`src/rtl/lp_wake_pkg.sv`:
```
package lp_wake_pkg;

  typedef enum logic {
    ST_RUN   = 1'b0,
    ST_SLEEP = 1'b1
  } lp_state_e;

endpackage

```
`src/rtl/lp_ctrl_reg.sv`:
```
module lp_ctrl_reg #(
  parameter int REG_W = 8,
  parameter int LVL_W = 3
) (
  input  logic             clk,
  input  logic             rst_n,
  input  logic             wr_en,
  input  logic [REG_W-1:0] wr_data,
  output logic             arm,
  output logic [LVL_W-1:0] thresh,
  output logic [REG_W-1:0] rd_data
);
  localparam int RSV_W = REG_W - 1 - LVL_W;

  logic             arm_q;
  logic [LVL_W-1:0] thr_q;

  // Only the arm bit and the threshold field are stored; reserved bits have no flops.
  always_ff @(posedge clk or negedge rst_n) begin
    if (!rst_n) begin
      arm_q <= 1'b0;
      thr_q <= '0;
    end else if (wr_en) begin
      arm_q <= wr_data[REG_W-1];
      thr_q <= wr_data[LVL_W-1:0];
    end
  end

  assign arm     = arm_q;
  assign thresh  = thr_q;
  assign rd_data = {arm_q, {RSV_W{1'b0}}, thr_q};
endmodule

```
`src/rtl/lp_wake_qual.sv`:
```
module lp_wake_qual #(
  parameter int LVL_W = 3
) (
  input  logic [LVL_W-1:0] thresh,
  input  logic [LVL_W-1:0] irq_level,
  output logic             qualifies
);
  localparam logic [LVL_W-1:0] TOP_LVL = '1;
  localparam logic [LVL_W-1:0] ONE     = LVL_W'(1);

  logic [LVL_W-1:0] min_lvl;

  // Code 0 means any request; the two highest codes both saturate at the top level.
  always_comb begin
    if (thresh == '0)
      min_lvl = ONE;
    else if (thresh >= TOP_LVL - ONE)
      min_lvl = TOP_LVL;
    else
      min_lvl = thresh + ONE;
  end

  assign qualifies = (irq_level != '0) && (irq_level >= min_lvl);
endmodule

```
`src/rtl/lp_state_seq.sv`:
```
module lp_state_seq
  import lp_wake_pkg::*;
#(
  parameter int MODE_W = 2
) (
  input  logic              clk,
  input  logic              rst_n,
  input  logic              enter_req,
  input  logic              arm,
  input  logic              qualifies,
  input  logic [MODE_W-1:0] mode_in,
  output logic              lp_active,
  output logic              wake,
  output logic [MODE_W-1:0] mode_out
);
  lp_state_e         st_q;
  logic              wake_q;
  logic [MODE_W-1:0] mode_q;

  always_ff @(posedge clk or negedge rst_n) begin
    if (!rst_n) begin
      st_q   <= ST_RUN;
      wake_q <= 1'b0;
      mode_q <= '0;
    end else begin
      wake_q <= 1'b0;
      case (st_q)
        ST_RUN: begin
          if (enter_req && arm && !qualifies) begin
            st_q   <= ST_SLEEP;
            mode_q <= mode_in;
          end
        end
        ST_SLEEP: begin
          if (qualifies) begin
            st_q   <= ST_RUN;
            wake_q <= 1'b1;
          end
        end
        default: st_q <= ST_RUN;
      endcase
    end
  end

  assign lp_active = (st_q == ST_SLEEP);
  assign wake      = wake_q;
  assign mode_out  = mode_q;
endmodule

```
`src/rtl/lp_wake_ctrl.sv`:
```
module lp_wake_ctrl #(
  parameter int REG_W  = 8,
  parameter int LVL_W  = 3,
  parameter int MODE_W = 2
) (
  input  logic              clk,
  input  logic              rst_n,
  input  logic              cfg_wr_en,
  input  logic [REG_W-1:0]  cfg_wr_data,
  output logic [REG_W-1:0]  cfg_rd_data,
  input  logic              lp_enter_req,
  input  logic [LVL_W-1:0]  irq_level,
  input  logic [MODE_W-1:0] mode_sel,
  output logic              lp_active,
  output logic [MODE_W-1:0] lp_mode,
  output logic              wake_pulse
);
  logic             arm;
  logic [LVL_W-1:0] thresh;
  logic             qualifies;

  lp_ctrl_reg #(.REG_W(REG_W), .LVL_W(LVL_W)) u_reg (
    .clk     (clk),
    .rst_n   (rst_n),
    .wr_en   (cfg_wr_en),
    .wr_data (cfg_wr_data),
    .arm     (arm),
    .thresh  (thresh),
    .rd_data (cfg_rd_data)
  );

  lp_wake_qual #(.LVL_W(LVL_W)) u_qual (
    .thresh    (thresh),
    .irq_level (irq_level),
    .qualifies (qualifies)
  );

  lp_state_seq #(.MODE_W(MODE_W)) u_seq (
    .clk       (clk),
    .rst_n     (rst_n),
    .enter_req (lp_enter_req),
    .arm       (arm),
    .qualifies (qualifies),
    .mode_in   (mode_sel),
    .lp_active (lp_active),
    .wake      (wake_pulse),
    .mode_out  (lp_mode)
  );
endmodule

```
`config.mk`:
```
export PLATFORM = sky130hd
export DESIGN_NAME = lp_wake_ctrl
export DESIGN_NICKNAME = d
export VERILOG_FILES = /design/src/rtl/lp_wake_pkg.sv /design/src/rtl/lp_ctrl_reg.sv /design/src/rtl/lp_wake_qual.sv /design/src/rtl/lp_state_seq.sv /design/src/rtl/lp_wake_ctrl.sv
export SDC_FILE = /design/constraint.sdc
export NUM_CORES = 1
export LEC_CHECK = 0
export ABC_AREA = 1
export BUFFER_PORTS_ARGS = -buffer_cell sky130_fd_sc_hd__clkbuf_2
export CORE_AREA = 10 10 47 49
export CTS_BUF_LIST = sky130_fd_sc_hd__clkbuf_4
export CTS_CLUSTER_DIAMETER = 50
export CTS_CLUSTER_SIZE = 24
export DETAILED_ROUTE_END_ITERATION = 12
export DIE_AREA = 0 0 57 59
export PLACE_DENSITY = 0.75
export SYNTH_ARGS = -nofsm -noshare
export SYNTH_HDL_FRONTEND = slang
export SYNTH_SLANG_ARGS = --single-unit
```
`constraint.sdc`:
```
create_clock -name clk -period 1.62 [get_ports clk]
set_input_delay 0.162 -clock clk [delete_from_list [all_inputs] [get_ports clk]]
set_output_delay 0.162 -clock clk [all_outputs]
set_load 0.01 [all_outputs]
```
==> results.env <==
TIMING.CRITICAL_PATH.MODE_CELL='sky130_fd_sc_hd__nand2_1'
AREA_GROWTH_PCT=45.7
FLOORPLAN.INITIALDENSITY=0.346
CRITPATHCAPTURETYPE='register'
MAPPEDNETLISTAREA_UM2=484
SWITCHINGPOWER_W=0.000240
CTS-ROOT-TO-SINK-BUFFERS=2
GRT_MAX_DEGREE=9
PWR-SHARE-CLK=0.218
POWERDENSITY_mW_PER_MM2=981
DRT-WIRELENGTH-PER-CELL_UM=11.6
HOLD_VIOL_FINAL=0
RSZ0062_AT_GRT='yes'
INITIALDRTVIOLATIONCOUNT=6
FF2FF_PATH_DEPTH=13
TIMING.HOLD.WORST.CLASS='input pin to register'
IO_PINS=29
FIRST_GLOBAL_VIAS=542
IO_BUFFERS=20
FAILED_CHECKS='negative setup slack'
NNETSFINAL=113
CRIT_PATH_CELL_TRACE='inv_2, ha_4, nand2_4, o211ai_1, ha_1, nand2_1, inv_1, nand2_1, nand2_1, nand2_2, nand2_2, nand2_1, nand2_1'
ROOT_BUFFER_MASTER='sky130_fd_sc_hd__clkbuf_4'
YS_DOMINANT_REG_CELL='sky130_fd_sc_hd__dfrtp_1'
GRT_UTIL_ALL_LAYERS=0.0807
YOSYS_WARNINGS=0
YS_FF_LATCH=8
TRITONCTS_NUM_SINKS=8
CP_MAX_FANOUT=5
SETUP.REG_TO_REG.WORST_SLACK_NS=-0.08
SYN-INSTANCE-COUNT=59
FP.DIEH_UM=59
PWR-SHARE-SEQ=0.404
MIN_PERIOD_NS=1.70
SKEW_NS=0.000883
CRITICAL-PATH-MAX-STAGE-DELAY_NS=0.38
ROUTE.ANTENNA.REMAINING_NETS=0
CRITICAL-PATH-SLOWEST-CELL='sky130_fd_sc_hd__dfrtp_1'
SETUP.WORST_PATH.START_CLASS='register'
MULTI_INPUT_COMB_AREA_UM2=267
WORST-SETUP-PATH-TYPE='register to register'
DRT-VIAS-PER-INSTANCE=4.43
PLACE.GP.CONGESTION=0.655
R2R_END='u_seq.mode_out[1]'
DIE_X_UM=57
FP.DIEAREA_MM2=0.00336
CTS_TREE='done'
DP.CELLS=97
SHARE_COMB_OF_TOTAL_POWER=0.378
FINAL-MAX-SLEW-VIOLATION-COUNT=0
SYNTH_UNIQUE_CELLS=14
DRIVE_GT1_FRAC=0.472
DRV.MAX_CAP_VIOLATION_COUNT=0
STANDBY_LEAKAGE_POWER_nW=0.404
DP_HPWL_UM=1040
SYNTH_AREA_LEADERS='sky130_fd_sc_hd__dfrtp_1 (41%), sky130_fd_sc_hd__nand2_1 (13%), sky130_fd_sc_hd__ha_1 (13%)'
ANTENNADIODECOUNT=0
DETAIL_ROUTE.WIRELENGTH_UM=1220
POST-SYNTH-TOP-COUNT-CELL='sky130_fd_sc_hd__nand2_1'
SYNTH_COMMONEST_CELLS='sky130_fd_sc_hd__nand2_1 (17), sky130_fd_sc_hd__dfrtp_1 (8), sky130_fd_sc_hd__inv_1 (7), sky130_fd_sc_hd__buf_4 (5), sky130_fd_sc_hd__ha_1 (5)'
CORE_AR_MM2=0.00140
PLACEMENT_ROWS=14
VDD.IR_DROP.WORST_uV=511
REGISTER_AREA_UM2=200
ANTENNA_FOUND_INITIAL=0
MAX_FREQ_MHz=587
WORST-ENDPOINT-REQUIRED_NS=1.76
MIN_DELAY_WORST_ENDPOINT='u_reg.thresh[2]'
R2R-START='u_reg.thresh[1]'
FIRST_PASS_ITERS=4
CP.ARRIVAL_NS=1.85
GLOBAL_ROUTE.OVERFLOW_TOTAL=0
CP.BUFFERS_INVERTERS=2
POWER.SHARE.SWITCHING=0.346
SYNTH_TOP_AREA_FRAC=0.413
ROUTE.VIAS.TOTAL=465
FINALNONFILLERCELLS=105
POWER.TOTAL_W=0.000692
CLK_TRANSITION_REPORTED_PATHS_NS=0.05
POST_SYNTH.CELL_AREA_AVG_UM2=8.21
HOLD-PATH-CELL-COUNT=3
FINAL_SETUP_VIOLATION_COUNT=3
HOLD_START='cfg_wr_data[2]'
KIND_OF_CELL_ADDING_THE_MOST_DELAY_TO_THE_CRITICAL_PATH='simple AND/OR/NAND/NOR gates'
OUTCOME='complete, but fails checks'
WORST_SKEW_PAIR.LATE_LATENCY_NS=0.25
POSTSYNTH.ASYNCRESETSHARE=1.00
GRT_FIRST_PASS_WIRELENGTH_UM=2150
POST-SYNTH-TOP-AREA-CELL='sky130_fd_sc_hd__dfrtp_1'
CTS_MADE_BUFFERS=3
SETUP_SLACK_NS=-0.0840
SYNTH_EDF_COUNT=0
DEEPEST_LEVEL_OF_THE_CTS_H_TREE=1
SYNTH-SEQ-AREA-SHARE=0.413
N_FILL_CELL=143
POST-ROUTE-PERIOD-UTIL=1.05
P_INT_W=0.000453
DRCVIOLATIONCOUNT=0
worst max-delay path by stage:
stage / startpoint / end / slack [ns] / cells after the start
after CTS: u_reg.thresh[1] / u_seq.mode_out[1] / -0.07 / 11
after global routing: u_reg.thresh[0] / u_seq.mode_out[1] / -0.23 / 13
after global placement: u_reg.thresh[1] / u_seq.mode_out[1] / -0.04 / 11
after floorplan: u_reg.thresh[1] / u_seq.mode_out[0] / -0.02 / 11
after detailed placement: u_reg.thresh[0] / u_seq.mode_out[1] / -0.10 / 11
final: u_reg.thresh[1] / u_seq.mode_out[1] / -0.08 / 13
cell families (layout without fill, tap and decap cells):
| logic type | count (synthesis) | in the layout | share of synthesized area |
|---|---|---|---|
| AO/OA/AOI/OAI | 6 | 6 | 0.0723 |
| multiplexers | 1 | 1 | 0.0233 |
| other | 1 | 4 | 0.00774 |
| adder cells (fa/ha/maj) | 5 | 5 | 0.129 |
| AND/OR/NAND/NOR | 26 | 26 | 0.222 |
| buffers and inverters | 12 | 39 | 0.132 |
| flip-flops | 8 | 8 | 0.413 |
layout by cell type (no fill, tap or decap):
| cell type | count |
|---|---|
| sky130_fd_sc_hd__conb_1 | 4 |
| sky130_fd_sc_hd__nand3_1 | 3 |
| sky130_fd_sc_hd__nand2_4 | 1 |
| sky130_fd_sc_hd__nand2_1 | 16 |
| sky130_fd_sc_hd__buf_4 | 8 |
| sky130_fd_sc_hd__o211ai_1 | 1 |
| sky130_fd_sc_hd__nor2_1 | 3 |
| sky130_fd_sc_hd__dfrtp_1 | 8 |
| sky130_fd_sc_hd__o21ai_0 | 3 |
| sky130_fd_sc_hd__a21boi_2 | 1 |
| sky130_fd_sc_hd__ha_2 | 1 |
| sky130_fd_sc_hd__clkbuf_2 | 20 |
| sky130_fd_sc_hd__inv_1 | 5 |
| sky130_fd_sc_hd__ha_1 | 3 |
| sky130_fd_sc_hd__dlygate4sd3_1 | 1 |
| sky130_fd_sc_hd__a21oi_2 | 1 |
| sky130_fd_sc_hd__inv_2 | 2 |
| sky130_fd_sc_hd__nand3_2 | 1 |
| sky130_fd_sc_hd__clkbuf_4 | 3 |
| sky130_fd_sc_hd__nand2_2 | 2 |
| sky130_fd_sc_hd__ha_4 | 1 |
| sky130_fd_sc_hd__mux2_2 | 1 |
registers in the layout, summed over array words and instances, names as in the netlist:
name and cells:
u_seq.lp_active 1, u_seq.wake 1, u_reg.thresh 3, u_seq.mode_out 2
u_reg.arm 1
power groups by stage:
stage / combinational (W) / clock (W) / sequential (W)
floorplan: 0.000119 / 0 / 0.000301
global placement: 0.000229 / 0 / 0.000280
detailed placement: 0.000241 / 0 / 0.000281
CTS: 0.000258 / 0.000160 / 0.000279
global route: 0.000292 / 0.000173 / 0.000285
finish: 0.000262 / 0.000151 / 0.000280
final cells by class:
type	count	share of cell area
Inverter	7	0.0372
Timing Repair Buffer	29	0.241
Multi-Input combinational cell	42	0.378
Tap cell	16	0.0284
Clock buffer	3	0.0319
Sequential cell	8	0.284
per-stage QoR:
stage          setup WS, ns  utilization  area (um2)  hold slack (ns)  TNS, ns
6_report            -0.0840        0.504         706            0.114   -0.180
5_1_grt              -0.229        0.504         706            0.121   -0.683
4_1_cts             -0.0743        0.492         689            0.104   -0.140
3_5_place_dp         -0.102        0.446         626           0.0204   -0.181
3_3_place_gp        -0.0403        0.446         626           0.0158  -0.0750
2_1_floorplan       -0.0221            -         513           -0.134  -0.0442
worst register-to-register path, cell delays in order, from the launching register on:
cell	delay [ns]
sky130_fd_sc_hd__dfrtp_1	0.38
sky130_fd_sc_hd__inv_2	0.08
sky130_fd_sc_hd__ha_4	0.16
sky130_fd_sc_hd__nand2_4	0.06
sky130_fd_sc_hd__o211ai_1	0.09
sky130_fd_sc_hd__ha_1	0.32
sky130_fd_sc_hd__nand2_1	0.07
sky130_fd_sc_hd__inv_1	0.03
sky130_fd_sc_hd__nand2_1	0.04
sky130_fd_sc_hd__nand2_1	0.06
sky130_fd_sc_hd__nand2_2	0.11
sky130_fd_sc_hd__nand2_2	0.07
sky130_fd_sc_hd__nand2_1	0.07
sky130_fd_sc_hd__nand2_1	0.05
timing repair:
action / CTS / global route
buffers inserted: 3 / 1
endpoints found under the hold margin: 8 / 0
resized for setup: 2 / 2
pin swaps: 3 / 2
setup endpoints to repair: 3 / 4
hold buffers: 1 / 0
per-layer routing:
| metal | share of wire | wire (um) | track usage | up-vias |
|---|---|---|---|---|
| met5 | 0 | 0 | 0 | - |
| met4 | 0.024 | 29 | 0.0705 | 0 |
| met3 | 0.067 | 82 | 0.0322 | 4 |
| met2 | 0.48 | 592 | 0.138 | 18 |
| met1 | 0.42 | 519 | 0.0731 | 207 |
| li1 | - | - | - | 236 |
Power figures use the tool's default switching activity.
